==> config.mk <==
export PLATFORM = sky130hd
export DESIGN_NAME = slice_link
export DESIGN_NICKNAME = d
export VERILOG_FILES = /design/src/rtl/slice_link_pkg.sv /design/src/rtl/slice_frame_pack.sv /design/src/rtl/slice_ser_tx.sv /design/src/rtl/slice_ser_rx.sv /design/src/rtl/slice_link.sv
export SDC_FILE = /design/constraint.sdc
export NUM_CORES = 1
export LEC_CHECK = 0
export BUFFER_PORTS_ARGS = -buffer_cell sky130_fd_sc_hd__buf_2
export CORE_ASPECT_RATIO = 1.2
export CORE_UTILIZATION = 50
export CTS_BUF_LIST = sky130_fd_sc_hd__clkbuf_4 sky130_fd_sc_hd__clkbuf_8 sky130_fd_sc_hd__clkbuf_16
export DETAILED_ROUTE_END_ITERATION = 7
export GPL_ROUTABILITY_DRIVEN = 0
export PLACE_DENSITY = 0.72
export SLEW_MARGIN = 20
export SYNTH_ARGS = -nofsm -noshare
export SYNTH_HDL_FRONTEND = slang
export SYNTH_HIERARCHICAL = 1
export SYNTH_SLANG_ARGS = --single-unit
==> constraint.sdc <==
create_clock -name clk -period 4.25 [get_ports clk]
set_input_delay 0.85 -clock clk [delete_from_list [all_inputs] [get_ports clk]]
set_output_delay 0.85 -clock clk [all_outputs]
set_load 0.02 [all_outputs]
==> src/rtl/slice_link_pkg.sv <==
package slice_link_pkg;

   // start, parity and stop bit around every payload byte
   localparam int unsigned CTRL_BITS = 3;

   typedef enum logic {
      RX_HUNT = 1'b0,
      RX_BODY = 1'b1
   } rx_state_e;

   // counter width able to hold values 0..n
   function automatic int unsigned ctr_w(input int unsigned n);
      return (n < 2) ? 1 : $clog2(n + 1);
   endfunction

endpackage

==> src/rtl/slice_frame_pack.sv <==
module slice_frame_pack
   import slice_link_pkg::*;
#(
   parameter int HIT_BYTES  = 8,
   parameter int TS_BYTES   = 3,
   parameter int BYTE_W     = 8,
   parameter bit ODD_PARITY = 1'b1
) (
   input  logic [HIT_BYTES*BYTE_W-1:0]                            hits,
   input  logic [TS_BYTES*BYTE_W-1:0]                             stamp,
   output logic [(HIT_BYTES+TS_BYTES)*(BYTE_W+CTRL_BITS)-1:0]     frame
);
   localparam int NB    = HIT_BYTES + TS_BYTES;
   localparam int GW    = BYTE_W + CTRL_BITS;
   localparam int REC_W = NB * BYTE_W;

   // hit bytes occupy the low byte slots, so they lead on the line
   logic [REC_W-1:0] rec;
   assign rec = {stamp, hits};

   for (genvar g = 0; g < NB; g++) begin : g_grp
      logic [BYTE_W-1:0] d;
      logic              pb;
      assign d = rec[g*BYTE_W +: BYTE_W];
      if (ODD_PARITY) begin : g_odd
         assign pb = ~^d;
      end else begin : g_even
         assign pb = ^d;
      end
      assign frame[g*GW]              = 1'b0;
      assign frame[g*GW+1 +: BYTE_W]  = d;
      assign frame[g*GW+BYTE_W+1]     = pb;
      assign frame[g*GW+BYTE_W+2]     = 1'b1;
   end

endmodule

==> src/rtl/slice_ser_tx.sv <==
module slice_ser_tx
   import slice_link_pkg::*;
#(
   parameter int FRAME_W = 121
) (
   input  logic               clk,
   input  logic               rst_n,
   input  logic [FRAME_W-1:0] frame,
   input  logic               in_valid,
   output logic               in_ready,
   output logic               ser_out,
   output logic               line_idle
);
   localparam int CW = ctr_w(FRAME_W);

   logic [FRAME_W-1:0] sreg;
   logic [CW-1:0]      cnt;
   logic               busy;
   logic               last;
   logic               take;

   assign last      = busy && (cnt == CW'(FRAME_W - 1));
   assign in_ready  = !busy || last;
   assign take      = in_valid && in_ready;
   assign ser_out   = busy ? sreg[0] : 1'b1;
   assign line_idle = !busy;

   always_ff @(posedge clk or negedge rst_n) begin
      if (!rst_n) begin
         sreg <= '1;
         cnt  <= '0;
         busy <= 1'b0;
      end else if (take) begin
         sreg <= frame;
         cnt  <= '0;
         busy <= 1'b1;
      end else if (busy) begin
         if (last) begin
            busy <= 1'b0;
         end else begin
            sreg <= {1'b1, sreg[FRAME_W-1:1]};
            cnt  <= cnt + 1'b1;
         end
      end
   end


   lead_low_chk: assert property (@(posedge clk) disable iff (!rst_n)
      (in_valid && in_ready) |=> !ser_out);

   idle_high_chk: assert property (@(posedge clk) disable iff (!rst_n)
      line_idle |-> ser_out);

   span_chk: assert property (@(posedge clk) disable iff (!rst_n)
      (busy && !last) |=> (!line_idle && !in_ready || last));

   drain_chk: assert property (@(posedge clk) disable iff (!rst_n)
      (last && !in_valid) |=> line_idle);

endmodule

==> src/rtl/slice_ser_rx.sv <==
module slice_ser_rx
   import slice_link_pkg::*;
#(
   parameter int NBYTES     = 11,
   parameter int BYTE_W     = 8,
   parameter bit ODD_PARITY = 1'b1
) (
   input  logic                     clk,
   input  logic                     rst_n,
   input  logic                     ser_in,
   output logic [NBYTES*BYTE_W-1:0] rec_q,
   output logic                     rec_valid,
   output logic                     par_err,
   output logic                     frm_err
);
   localparam int   GW        = BYTE_W + CTRL_BITS;
   localparam int   PW        = ctr_w(GW);
   localparam int   GRW       = ctr_w(NBYTES);
   localparam int   REC_W     = NBYTES * BYTE_W;
   localparam logic PAR_SENSE = ODD_PARITY;

   rx_state_e        state;
   logic [PW-1:0]    pos;
   logic [GRW-1:0]   grp;
   logic [REC_W-1:0] acc;
   logic             run_par, bad_par, bad_frm;

   logic at_start, at_data, at_par, at_stop, last_grp;
   logic par_bad_now, frm_bad_now, fin_par, fin_frm;

   assign at_start    = (pos == '0);
   assign at_data     = (pos != '0) && (pos <= PW'(BYTE_W));
   assign at_par      = (pos == PW'(BYTE_W + 1));
   assign at_stop     = (pos == PW'(GW - 1));
   assign last_grp    = (grp == GRW'(NBYTES - 1));
   assign par_bad_now = at_par && ((run_par ^ ser_in) != PAR_SENSE);
   assign frm_bad_now = (at_start && ser_in) || (at_stop && !ser_in);
   assign fin_par     = bad_par | par_bad_now;
   assign fin_frm     = bad_frm | frm_bad_now;

   always_ff @(posedge clk or negedge rst_n) begin
      if (!rst_n) begin
         state     <= RX_HUNT;
         pos       <= '0;
         grp       <= '0;
         acc       <= '0;
         rec_q     <= '0;
         run_par   <= 1'b0;
         bad_par   <= 1'b0;
         bad_frm   <= 1'b0;
         rec_valid <= 1'b0;
         par_err   <= 1'b0;
         frm_err   <= 1'b0;
      end else begin
         rec_valid <= 1'b0;
         par_err   <= 1'b0;
         frm_err   <= 1'b0;
         case (state)
            RX_HUNT: begin
               if (!ser_in) begin
                  // this low bit is the start bit of group 0
                  state   <= RX_BODY;
                  pos     <= PW'(1);
                  grp     <= '0;
                  run_par <= 1'b0;
                  bad_par <= 1'b0;
                  bad_frm <= 1'b0;
               end
            end
            RX_BODY: begin
               bad_par <= fin_par;
               bad_frm <= fin_frm;
               if (at_start) run_par <= 1'b0;
               if (at_data) begin
                  acc     <= {ser_in, acc[REC_W-1:1]};
                  run_par <= run_par ^ ser_in;
               end
               if (at_stop) begin
                  pos <= '0;
                  if (last_grp) begin
                     state <= RX_HUNT;
                     if (!fin_par && !fin_frm) begin
                        rec_q     <= acc;
                        rec_valid <= 1'b1;
                     end else begin
                        par_err <= fin_par;
                        frm_err <= fin_frm;
                     end
                  end else begin
                     grp <= grp + 1'b1;
                  end
               end else begin
                  pos <= pos + 1'b1;
               end
            end
            default: state <= RX_HUNT;
         endcase
      end
   end


   valid_once_chk: assert property (@(posedge clk) disable iff (!rst_n)
      rec_valid |=> !rec_valid);

   verdict_excl_chk: assert property (@(posedge clk) disable iff (!rst_n)
      rec_valid |-> !(par_err || frm_err));

   verdict_hunt_chk: assert property (@(posedge clk) disable iff (!rst_n)
      (rec_valid || par_err || frm_err) |-> (state == RX_HUNT));

   frm_hold_chk: assert property (@(posedge clk) disable iff (!rst_n)
      (par_err || frm_err) |-> $stable(rec_q));

endmodule

==> src/rtl/slice_link.sv <==
module slice_link
   import slice_link_pkg::*;
#(
   parameter int HIT_BYTES  = 8,
   parameter int TS_BYTES   = 3,
   parameter int BYTE_W     = 8,
   parameter bit ODD_PARITY = 1'b1
) (
   input  logic                          clk,
   input  logic                          rst_n,
   input  logic [HIT_BYTES*BYTE_W-1:0]   tx_hits,
   input  logic [TS_BYTES*BYTE_W-1:0]    tx_stamp,
   input  logic                          tx_valid,
   output logic                          tx_ready,
   output logic                          ser_out,
   output logic                          line_idle,
   input  logic                          ser_in,
   output logic [HIT_BYTES*BYTE_W-1:0]   rx_hits,
   output logic [TS_BYTES*BYTE_W-1:0]    rx_stamp,
   output logic                          rx_valid,
   output logic                          rx_parity_err,
   output logic                          rx_frame_err
);
   localparam int NB      = HIT_BYTES + TS_BYTES;
   localparam int HIT_W   = HIT_BYTES * BYTE_W;
   localparam int REC_W   = NB * BYTE_W;
   localparam int FRAME_W = NB * (BYTE_W + CTRL_BITS);

   if (HIT_BYTES < 1 || TS_BYTES < 1 || BYTE_W < 2) begin : g_bad_cfg
      $error("slice_link: need at least one hit byte, one stamp byte and BYTE_W >= 2");
   end

   logic [FRAME_W-1:0] frame;
   logic [REC_W-1:0]   rx_rec;

   slice_frame_pack #(
      .HIT_BYTES (HIT_BYTES),
      .TS_BYTES  (TS_BYTES),
      .BYTE_W    (BYTE_W),
      .ODD_PARITY(ODD_PARITY)
   ) u_pack (
      .hits (tx_hits),
      .stamp(tx_stamp),
      .frame(frame)
   );

   slice_ser_tx #(
      .FRAME_W(FRAME_W)
   ) u_tx (
      .clk      (clk),
      .rst_n    (rst_n),
      .frame    (frame),
      .in_valid (tx_valid),
      .in_ready (tx_ready),
      .ser_out  (ser_out),
      .line_idle(line_idle)
   );

   slice_ser_rx #(
      .NBYTES    (NB),
      .BYTE_W    (BYTE_W),
      .ODD_PARITY(ODD_PARITY)
   ) u_rx (
      .clk      (clk),
      .rst_n    (rst_n),
      .ser_in   (ser_in),
      .rec_q    (rx_rec),
      .rec_valid(rx_valid),
      .par_err  (rx_parity_err),
      .frm_err  (rx_frame_err)
   );

   assign rx_hits  = rx_rec[HIT_W-1:0];
   assign rx_stamp = rx_rec[REC_W-1:HIT_W];

endmodule

==> flow_metrics.env, run 1 <==
export IMPL_viasPerCell=5.081
export IMPL_timing_rr_start="u_rx/state"
export IMPL_worstPathBufferInverterCount=1
export IMPL_drv_cap=0
export IMPL_criticalPathCategory="reg2reg"
export IMPL_nets=1398
export IMPL_synth_top_area_share_pct=32.74
export IMPL_grt_overflow_total=0
export IMPL_via_count=8714
export IMPL_startpoint="u_rx/state"
export IMPL_postSynthCellCount=1239
export IMPL_clock_skew_ps=28.44
export IMPL_min_period_ps=2706
export IMPL_outcome="finished clean"
export IMPL_chipWidth_microns=161.2
export IMPL_hold_path_class="in2async"
export IMPL_design_core_area_sq_um=29780
export IMPL_worstPathCellList="nand4b_1 > nand2b_2 > nor4_4 > buf_12 > mux2_2"
export IMPL_grt_pass1_vias=8731
export IMPL_relSlewSlack_pct=36.47
export IMPL_synth_top_cell_by_area="dfrtp_1"
export IMPL_ys_seq_elements=320
export IMPL_ant_nets=0
export IMPL_period_share_pct=63.66
export IMPL_worst_pin_slew_ps=952.9
export IMPL_fin_area_sq_um=16630
export IMPL_cp_max_fo=88
export IMPL_htreeDepth=2
export IMPL_cts_setup_buffers=0
export IMPL_drive_above_1_share_pct=42.87
export IMPL_antenna_found_initial=0
export IMPL_hpwlAfterDp_microns=16230
export IMPL_cts_sinks=320
export IMPL_synth_edf_count=0
export IMPL_synth_cell_types=49
export IMPL_synthFlopType="dfrtp_1"
export IMPL_netlist_area_sq_um=15210
export IMPL_firstDrtPassIters=4
export IMPL_ys_seq_area_share_pct=53.64
export IMPL_fin_setup_tns_ps=0
export IMPL_cellPowerDensity_nw_per_um2=575.1
export IMPL_synth_area_per_cell_sq_um=12.28
export IMPL_max_freq_mhz=369.6
export IMPL_drtIter0Drc=385
export IMPL_ys_warn_count=6
export IMPL_die_area_sq_um=31130
export IMPL_critPathTopFamily="simple AND/OR/NAND/NOR gates"
export IMPL_hold_viol=0
export IMPL_setup_viol=0
export IMPL_endpoint_kind="register"
export IMPL_antenna_cells=0
export IMPL_slew_violations=0
export IMPL_yosys_top_cells_area="dfrtp_1 33%, dfstp_2 21%, mux2_2 13%"
export IMPL_grt_max_degree=248
export IMPL_startpoint_type="register"
export IMPL_rows=69
export IMPL_post_cts_resized=0
export IMPL_root_buffer="clkbuf_16"
export IMPL_async_reset_ff_share_pct=100.0
export IMPL_ir_worst_vdd_v=0.0004058
export IMPL_grt_pass1_wl_microns=42880
export IMPL_routedWlPerCell_microns=15.01
export IMPL_cts_tree="yes"
export IMPL_crit_required_ps=4640
export IMPL_cts_hold_buf=0
export IMPL_routed_wl_microns=25740
export IMPL_clk_pin_slew_ps=60
export IMPL_p_leak_uw=0.008064
export IMPL_dieHeight_microns=193.1
export IMPL_rsz0062_at_grt="no"
export IMPL_cp_slowest_cell="dfrtp_1"
export IMPL_clk_path_buf_depth=3
export IMPL_syn_to_final_growth_pct=9.335
export IMPL_cts_buffers_inserted=34
export IMPL_io_buffers=185
export IMPL_max_stage_delay_ps=760
export IMPL_clock_latency_ps=510
export IMPL_initial_core_util_pct=51.07
export IMPL_place_area_sq_um=15510
export IMPL_io_pins=186
export IMPL_drc=0
export IMPL_cp_arrival_ps=3100
export IMPL_grt_use_total_pct=16.72
## placed cells by master, fill, tap and decap left out, types with 2 or more instances in the layout
master and count:
buf_4 5, bufinv_16 2, a21oi_2 10, xnor2_1 81, conb_1 22, a21oi_1 120
inv_1 10, clkbuf_16 35, clkinv_8 2, a31oi_1 3, and3b_1 2, nand3_1 6
ha_1 4, dfrtp_1 199, nand2b_1 2, mux2i_1 124, nand4_1 2, o21ai_0 11
clkbuf_4 10, and4b_1 2, mux2_2 175, nor4_1 2, buf_2 183, dfstp_2 121
a22o_1 3, buf_12 5, clkbuf_8 3, nor2b_1 2, clkinv_2 7, nand2_1 14
nor2_1 132, or3b_1 2
## Yosys cell counts, types with 2 or more instances
cell type and instances:
a21oi_1 120, a21oi_2 10, a22o_1 3, a31oi_1 3, and3b_1 2, and4b_1 2, buf_2 38, buf_4 135
buf_6 12, clkbuf_1 2, conb_1 2, dfrtp_1 199, dfstp_2 121, ha_1 4, inv_1 10, mux2_2 175
mux2i_1 124, nand2_1 15, nand2b_1 2, nand3_1 6, nand4_1 2, nor2_1 132, nor2b_1 2, nor4_1 2
o21ai_0 11, or3b_1 2, xnor2_1 81
## layer usage
layer | GRT usage [%] | vias to the layer above | wire [microns]
met1 | 21.24 | 4260 | 11340
met4 | 4.935 | 0 | 503
met3 | 5.176 | 45 | 1854
met2 | 27.54 | 188 | 12040
li1 | - | 4221 | -
met5 | 0 | - | 0
## area by class of cell
class / instances / area (sq um)
fillers: 2539 / 13150
inverters: 10 / 37.54
flip-flops and latches: 320 / 8159
well taps: 390 / 488.0
clock buffers: 48 / 992.2
multi-input cells: 741 / 5748
clock inverters: 11 / 127.6
repair buffers: 195 / 1080
## stage by stage
| stage | worst slack, ps | hold WS, ps | total power (uW) | cells | utilization [%] |
|---|---|---|---|---|---|
| 2_1_floorplan | 1898 | 473.6 | 6351 | 1259 | - |
| 3_3_place_gp | 1570 | 474.6 | 6619 | 1656 | 52.08 |
| 3_5_place_dp | 1557 | 489.9 | 6732 | 1656 | 52.08 |
| 4_1_cts | 1570 | 459.6 | 9719 | 1715 | 55.84 |
| 5_1_grt | 1356 | 499.2 | 10160 | 1715 | 55.84 |
| 6_report | 1544 | 443.0 | 9566 | 1715 | 55.84 |
## final timing paths
kind	depth (start not counted)	end	slack [ps]
max in group asynchronous	2	u_tx/sreg[67]	2720
setup reg to reg	5	u_rx/rec_q[70]	1540
min in group clk	2	u_tx/sreg[84]	490
hold / removal	1	u_tx/cnt[6]	440
setup / recovery	5	u_rx/rec_q[70]	1540
hold reg to reg	2	u_tx/sreg[84]	490
## state kept, by name, summed over array words and instances, names as in the netlist
| name | cells |
|---|---|
| u_rx/par_err | 1 |
| u_rx/acc | 88 |
| u_rx/bad_frm | 1 |
| u_tx/busy | 1 |
| u_tx/sreg | 121 |
| u_rx/frm_err | 1 |
| u_rx/state | 1 |
| u_rx/grp | 4 |
| u_rx/bad_par | 1 |
| u_rx/pos | 4 |
| u_rx/rec_valid | 1 |
| u_rx/run_par | 1 |
| u_rx/rec_q | 88 |
| u_tx/cnt | 7 |
## cell families (layout without fill, tap and decap cells)
group                      count (synthesis)  count (layout)  share of synthesized area [%]
DFF                                      320             320                          53.64
muxes                                    300             300                          21.19
buffers and inverters                    198             264                          9.122
and+or+nand+nor                          177             177                          5.223
AOI/OAI and AO/OA                        156             156                          5.733
xor gates and xnor gates                  82              82                          4.721
adders and majority gates                  4               4                         0.3290
other                                      2              22                        0.04937
## power breakdown
part | internal [uW] | switching [uW] | leakage (uW)
Clock | 1760 | 1150 | 0.000568
Sequential | 4050 | 475 | 0.00395
Combinational | 1100 | 1030 | 0.00355
Total | 6910 | 2660 | 0.00806
(Power assumes the default switching activity.)
==> run 2: changes to the inputs <==
Settings changed: PLACE_DENSITY 0.72 to 0.75.
Clock period 4.25 ns to 2.4 ns, I/O delays scaled along.
==> run 2 against run 1 <==
Effect of this change:
- maximum frequency rose by 20%
- clock power rose by 79%
- utilization rose by 1.3 points
- count of clock-buffer cells in the layout rose by 1
- clock skew fell by 5.8 ps
- routed wire length rose by 2.6%
- first-iteration DRC count fell by 16%
- global-route usage rose by 0.53 points
- sequential share of layout area fell by 1.1 points
- cell count rose by 1.9%
- final area rose by 2.3%
- critical endpoint is now u_rx/rec_q[72]
==> flow_metrics.env, run 2 (synthesized netlist as in run 1, its figures left out) <==
export IMPL_outcome="finished clean"
export IMPL_cts_tree="yes"
export IMPL_startpoint_type="register"
export IMPL_min_from="tx_stamp[11]"
export IMPL_initial_core_util_pct=51.07
export IMPL_max_freq_mhz=444.4
export IMPL_root_buffer="clkbuf_16"
export IMPL_layout_commonest_cell="dfrtp_1"
export IMPL_relSlewSlack_pct=63.83
export IMPL_die_area_sq_um=31130
export IMPL_ir_worst_vdd_v=0.0006947
export IMPL_rows=69
export IMPL_cts_buffers_inserted=34
export IMPL_worst_pin_slew_ps=542.6
export IMPL_htreeDepth=2
export IMPL_design_core_area_sq_um=29780
export IMPL_antenna_cells=0
export IMPL_worstPathBufferInverterCount=3
export IMPL_drive_above_1_share_pct=44.18
export IMPL_drv_cap=0
export IMPL_cp_max_fo=28
export IMPL_syn_to_final_growth_pct=11.83
export IMPL_cp_slowest_cell="dfrtp_1"
export IMPL_clock_skew_ps=22.68
export IMPL_finalWorstSetupSlack_ps=149.8
export IMPL_cts_sinks=320
export IMPL_crit_required_ps=2790
export IMPL_antenna_found_initial=0
export IMPL_criticalPathCategory="reg2reg"
export IMPL_drtIter0Drc=325
export IMPL_setup_viol=0
export IMPL_max_flop_register="u_tx/sreg"
export IMPL_crit_top_cell="buf_12"
export IMPL_largest_reg_flops=121
export IMPL_post_route_util_pct=57.11
export IMPL_placed_cells=1674
export IMPL_viasPerCell=5.071
export IMPL_grt_pass1_wl_microns=43760
export IMPL_max_stage_delay_ps=420
export IMPL_hpwlAfterDp_microns=17740
export IMPL_reg_largest_list="u_tx/sreg: 121 flops, u_rx/acc: 88 flops, u_rx/rec_q: 88 flops"
export IMPL_holdWs_ps=272.6
export IMPL_timing_rr_start="u_rx/grp[0]"
export IMPL_grt_use_total_pct=17.25
export IMPL_fin_cells=1748
export IMPL_io_buffers=185
export IMPL_min_period_ps=2250
export IMPL_routedWlPerCell_microns=15.10
export IMPL_routed_wl_microns=26400
export IMPL_slew_violations=0
export IMPL_hold_path_class="in2reg"
export IMPL_hold_viol=0
export IMPL_final_cell_mix="199 x dfrtp_1, 183 x buf_2, 175 x mux2_2"
export IMPL_nFillCells=2445
export IMPL_clk_path_buf_depth=3
export IMPL_p_leak_uw=0.008261
export IMPL_io_pins=186
export IMPL_endpoint_kind="register"
export IMPL_ant_nets=0
export IMPL_grt_max_degree=120
export IMPL_dieHeight_microns=193.1
export IMPL_clk_pin_slew_ps=60
export IMPL_chipWidth_microns=161.2
export IMPL_grt_overflow_total=0
export IMPL_worstPathCellList="inv_1 > ha_1 > nand4b_1 > nand2b_4 > nor4_4 > buf_12 > buf_12 > mux2_2"
export IMPL_grt_pass1_vias=8861
export IMPL_startpoint="u_rx/grp[0]"
export IMPL_cellPowerDensity_nw_per_um2=1010
export IMPL_clock_latency_ps=520
export IMPL_preCtsSetupSlack_ps=0.9484
export IMPL_period_share_pct=93.76
export IMPL_nets=1429
export IMPL_critPathTopFamily="simple AND/OR/NAND/NOR gates"
export IMPL_via_count=8864
export IMPL_firstDrtPassIters=6
export IMPL_drc=0
export IMPL_cp_arrival_ps=2640
## run 2: changes by cell type in the layout (fill, tap and decap cells not counted)
cell,delta
bufinv_16,-1
buf_12,+9
buf_6,+1
dlygate4sd3_1,+1
clkinvlp_4,+4
nand2b_4,+1
buf_4,+20
clkbuf_4,-3
clkbuf_8,+4
nand2b_2,-1
clkinv_2,-2
## run 2: cell type report
class / count / area, sq um / share of cell area, %
Sequential cell: 320 / 8159 / 47.96
Clock inverter: 12 / 117.6 / 0.6914
Timing Repair Buffer: 226 / 1431 / 8.414
Inverter: 10 / 37.54 / 0.2207
Multi-Input combinational cell: 741 / 5753 / 33.82
Tap cell: 390 / 488.0 / 2.868
Clock buffer: 49 / 1025 / 6.024
## run 2: per-stage QoR
step / setup TNS [ps] / cell area, sq um / power, uW
after floorplan: 0 / 15290 / 11250
after global placement: 0 / 15760 / 11870
after detailed placement: 0 / 15760 / 12060
after CTS: 0 / 16920 / 17420
after global routing: -5.938 / 17010 / 18220
final: 0 / 17010 / 17180
## run 2: path summary, 6_finish.rpt
check / end / slack [ps] / cells after the start
min in group asynchronous: u_rx/grp[1] / 550 / 2
min reg2reg: u_tx/sreg[103] / 490 / 2
max: u_rx/rec_q[72] / 150 / 8
max in group asynchronous: u_tx/sreg[78] / 1140 / 3
max reg2reg: u_rx/rec_q[72] / 150 / 8
min: u_tx/sreg[103] / 270 / 3
## run 2: per-layer routing
metal / GRT usage (%) / routed length (microns) / up-vias
met5: 0 / 0 / -
met4: 4.644 / 444 / 0
met3: 3.273 / 1217 / 34
met2: 28.95 / 12570 / 174
met1: 22.99 / 12180 / 4381
li1: - / - / 4275
## run 2: tightest hold or removal path: cells and delay by family
kind / cells / cell delay [ps]
multiplexers: 1 / 120
buffers and inverters: 1 / 110
AO/OA/AOI/OAI: 1 / 80
## run 2: power breakdown
group,internal (uW),switching [uW],leakage (uW)
Clock,3100,2110,0.000562
Sequential,7170,879,0.00395
Combinational,2060,1860,0.00375
Total,12300,4850,0.00826
## run 2: what timing repair did
action / 4_1_cts / 5_1_grt
setup endpoints to repair: 2 / 75
pin swaps: 1 / 1
cloned: 0 / 0
hold endpoints to repair: 28 / 0
resized for setup: 1 / 1
hold buffers: 1 / 0
setup buffers: 0 / 12
==> run 3: changes to the inputs <==
Settings changed: PLACE_DENSITY 0.75 to 0.72, SETUP_SLACK_MARGIN set to 0.1.
Clock period 2.4 ns to 2.5 ns, I/O delays scaled along.
==> run 3 against run 2 <==
Effect of this change:
- die area is the same
- sequential power down 4.3%
- sequential cell count unchanged
- via count down 0.73%
- routed wire length increased by 1.3%
- cell count is 0.17% lower
- global-route usage fell by 0.26 points
- critical endpoint is now u_rx/rec_q[67]
- power fell by 5.6%
==> flow_metrics.env, run 3 (synthesized netlist as in run 1, its figures left out) <==
export IMPL_worst_pin_slew_ps=542.0
export IMPL_cp_slowest_cell="dfrtp_1"
export IMPL_drc=0
export IMPL_rsz0062_at_grt="no"
export IMPL_layout_commonest_cell="dfrtp_1"
export IMPL_max_stage_delay_ps=420
export IMPL_die_area_sq_um=31130
export IMPL_final_cell_mix="199 x dfrtp_1, 183 x buf_2, 175 x mux2_2"
export IMPL_min_period_ps=2298
export IMPL_cts_sinks=320
export IMPL_setup_viol=0
export IMPL_ant_nets=0
export IMPL_io_pins=186
export IMPL_ff2ff_path_depth=9
export IMPL_dieHeight_microns=193.1
export IMPL_reg_largest_list="u_tx/sreg: 121 flops, u_rx/acc: 88 flops, u_rx/rec_q: 88 flops"
export IMPL_hold_path_end="u_tx/sreg[69]"
export IMPL_largest_reg_flops=121
export IMPL_hold_viol=0
export IMPL_chipWidth_microns=161.2
export IMPL_drv_cap=0
export IMPL_hpwlAfterDp_microns=17150
export IMPL_cp_arrival_ps=2740
export IMPL_worstReg2RegEnd="u_rx/rec_q[67]"
export IMPL_clk_path_buf_depth=3
export IMPL_max_flop_register="u_tx/sreg"
export IMPL_drtIter0Drc=451
export IMPL_firstDrtPassIters=5
export IMPL_hold_path_class="in2reg"
export IMPL_criticalPathCategory="reg2reg"
export IMPL_endpoint_kind="register"
export IMPL_holdWs_ps=246.3
export IMPL_viasPerCell=5.042
export IMPL_period_share_pct=91.94
export IMPL_cellPowerDensity_nw_per_um2=954.3
export IMPL_slew_violations=0
export IMPL_startpoint_type="register"
export IMPL_worstPathCellList="inv_1 > ha_1 > nand4b_1 > nand2b_4 > nor4_4 > buf_6 > buf_12 > buf_4 > mux2_2"
export IMPL_clk_pin_slew_ps=60
export IMPL_relSlewSlack_pct=63.87
export IMPL_via_count=8799
export IMPL_hold_path_depth=3
export IMPL_nets=1427
export IMPL_clock_latency_ps=560
export IMPL_routedWlPerCell_microns=15.32
export IMPL_rrSetupSlack_ps=200
export IMPL_clock_skew_ps=19.15
export IMPL_antenna_found_initial=0
export IMPL_nFillCells=2447
export IMPL_cts_buffers_inserted=31
export IMPL_grt_max_degree=127
export IMPL_grt_pass1_wl_microns=43500
export IMPL_outcome="finished clean"
export IMPL_grt_overflow_total=0
export IMPL_p_leak_uw=0.008250
export IMPL_min_from="tx_hits[50]"
export IMPL_routed_wl_microns=26740
export IMPL_crit_required_ps=2940
export IMPL_design_core_area_sq_um=29780
export IMPL_initial_core_util_pct=51.07
export IMPL_grt_pass1_vias=8738
export IMPL_grt_use_total_pct=16.98
export IMPL_ir_worst_vdd_v=0.0006587
export IMPL_cp_max_fo=9
export IMPL_fin_setup_tns_ps=0
export IMPL_finalWorstSetupSlack_ps=201.6
export IMPL_rows=69
export IMPL_drive_above_1_share_pct=44.06
export IMPL_max_freq_mhz=435.1
export IMPL_htreeDepth=1
export IMPL_root_buffer="clkbuf_16"
export IMPL_timing_rr_start="u_rx/grp[0]"
export IMPL_cts_tree="yes"
export IMPL_io_buffers=185
export IMPL_preCtsSetupSlack_ps=134.1
export IMPL_antenna_cells=0
export IMPL_syn_to_final_growth_pct=11.75
==> run 3: how the worst max path moves through the flow <==
| stage | from | endpoint | slack [ps] | depth (start not counted) |
|---|---|---|---|---|
| 3_3_place_gp | u_rx/grp[0] | u_rx/rec_q[66] | 200 | 8 |
| 2_1_floorplan | u_rx/grp[0] | u_rx/rec_q[66] | 380 | 8 |
| 4_1_cts | u_rx/grp[0] | u_rx/rec_q[67] | 120 | 9 |
| 5_1_grt | u_rx/grp[0] | u_rx/rec_q[67] | 80 | 9 |
| 3_5_place_dp | u_rx/grp[0] | u_rx/rec_q[64] | 130 | 8 |
| 6_report | u_rx/grp[0] | u_rx/rec_q[67] | 200 | 9 |
==> run 3: critical path: cells and delay by family, from the launching register on <==
family                   cells  cell delay [ps]
AND/OR/NAND/NOR              3              630
flip-flops                   1              420
buffers and inverters        4              610
multiplexers                 1              350
adder cells (fa/ha/maj)      1              160
==> run 3: timing repair <==
action                                  CTS  global route
endpoints found under the setup margin    2            71
buffers inserted                          2             6
gates cloned                              1             3
pin swaps                                 2             0
resized for setup                         2             4
endpoints found under the hold margin    25             0
hold buffers                              1             0
==> run 3: cell type report <==
| cell class | instances | area [sq um] | area share, % |
|---|---|---|---|
| tap | 390 | 488.0 | 2.870 |
| sequential | 320 | 8159 | 47.99 |
| clock inverter | 12 | 118.9 | 0.6992 |
| inverter | 10 | 37.54 | 0.2208 |
| multi-input combinational | 741 | 5756 | 33.86 |
| timing repair buffer | 227 | 1523 | 8.957 |
| clock buffer | 45 | 918.4 | 5.402 |
==> run 3: routing by layer <==
layer,GRT usage [%],wire [microns],up-vias
met5,0,0,-
met4,3.991,438,0
met3,3.337,1407,31
met2,28.15,12670,190
met1,23.08,12230,4298
li1,-,-,4280
==> run 3: power by group <==
group          total, uW  switching [uW]  leakage, uW  internal (uW)
logic               3850            1810      0.00378           2040
clock network       4670            1930     0.000524           2750
registers           7700             821      0.00395           6880
total              16200            4560      0.00825          11700
==> run 3: through the flow <==
stage          total power (uW)  utilization (%)  instance area, sq um  std cells
3_5_place_dp              11630            52.90                 15760       1675
5_1_grt                   17210            57.08                 17000       1745
6_report                  16220            57.08                 17000       1745
4_1_cts                   16410            56.60                 16860       1736
3_3_place_gp              11440            52.90                 15760       1675
2_1_floorplan             10800                -                 15290       1259
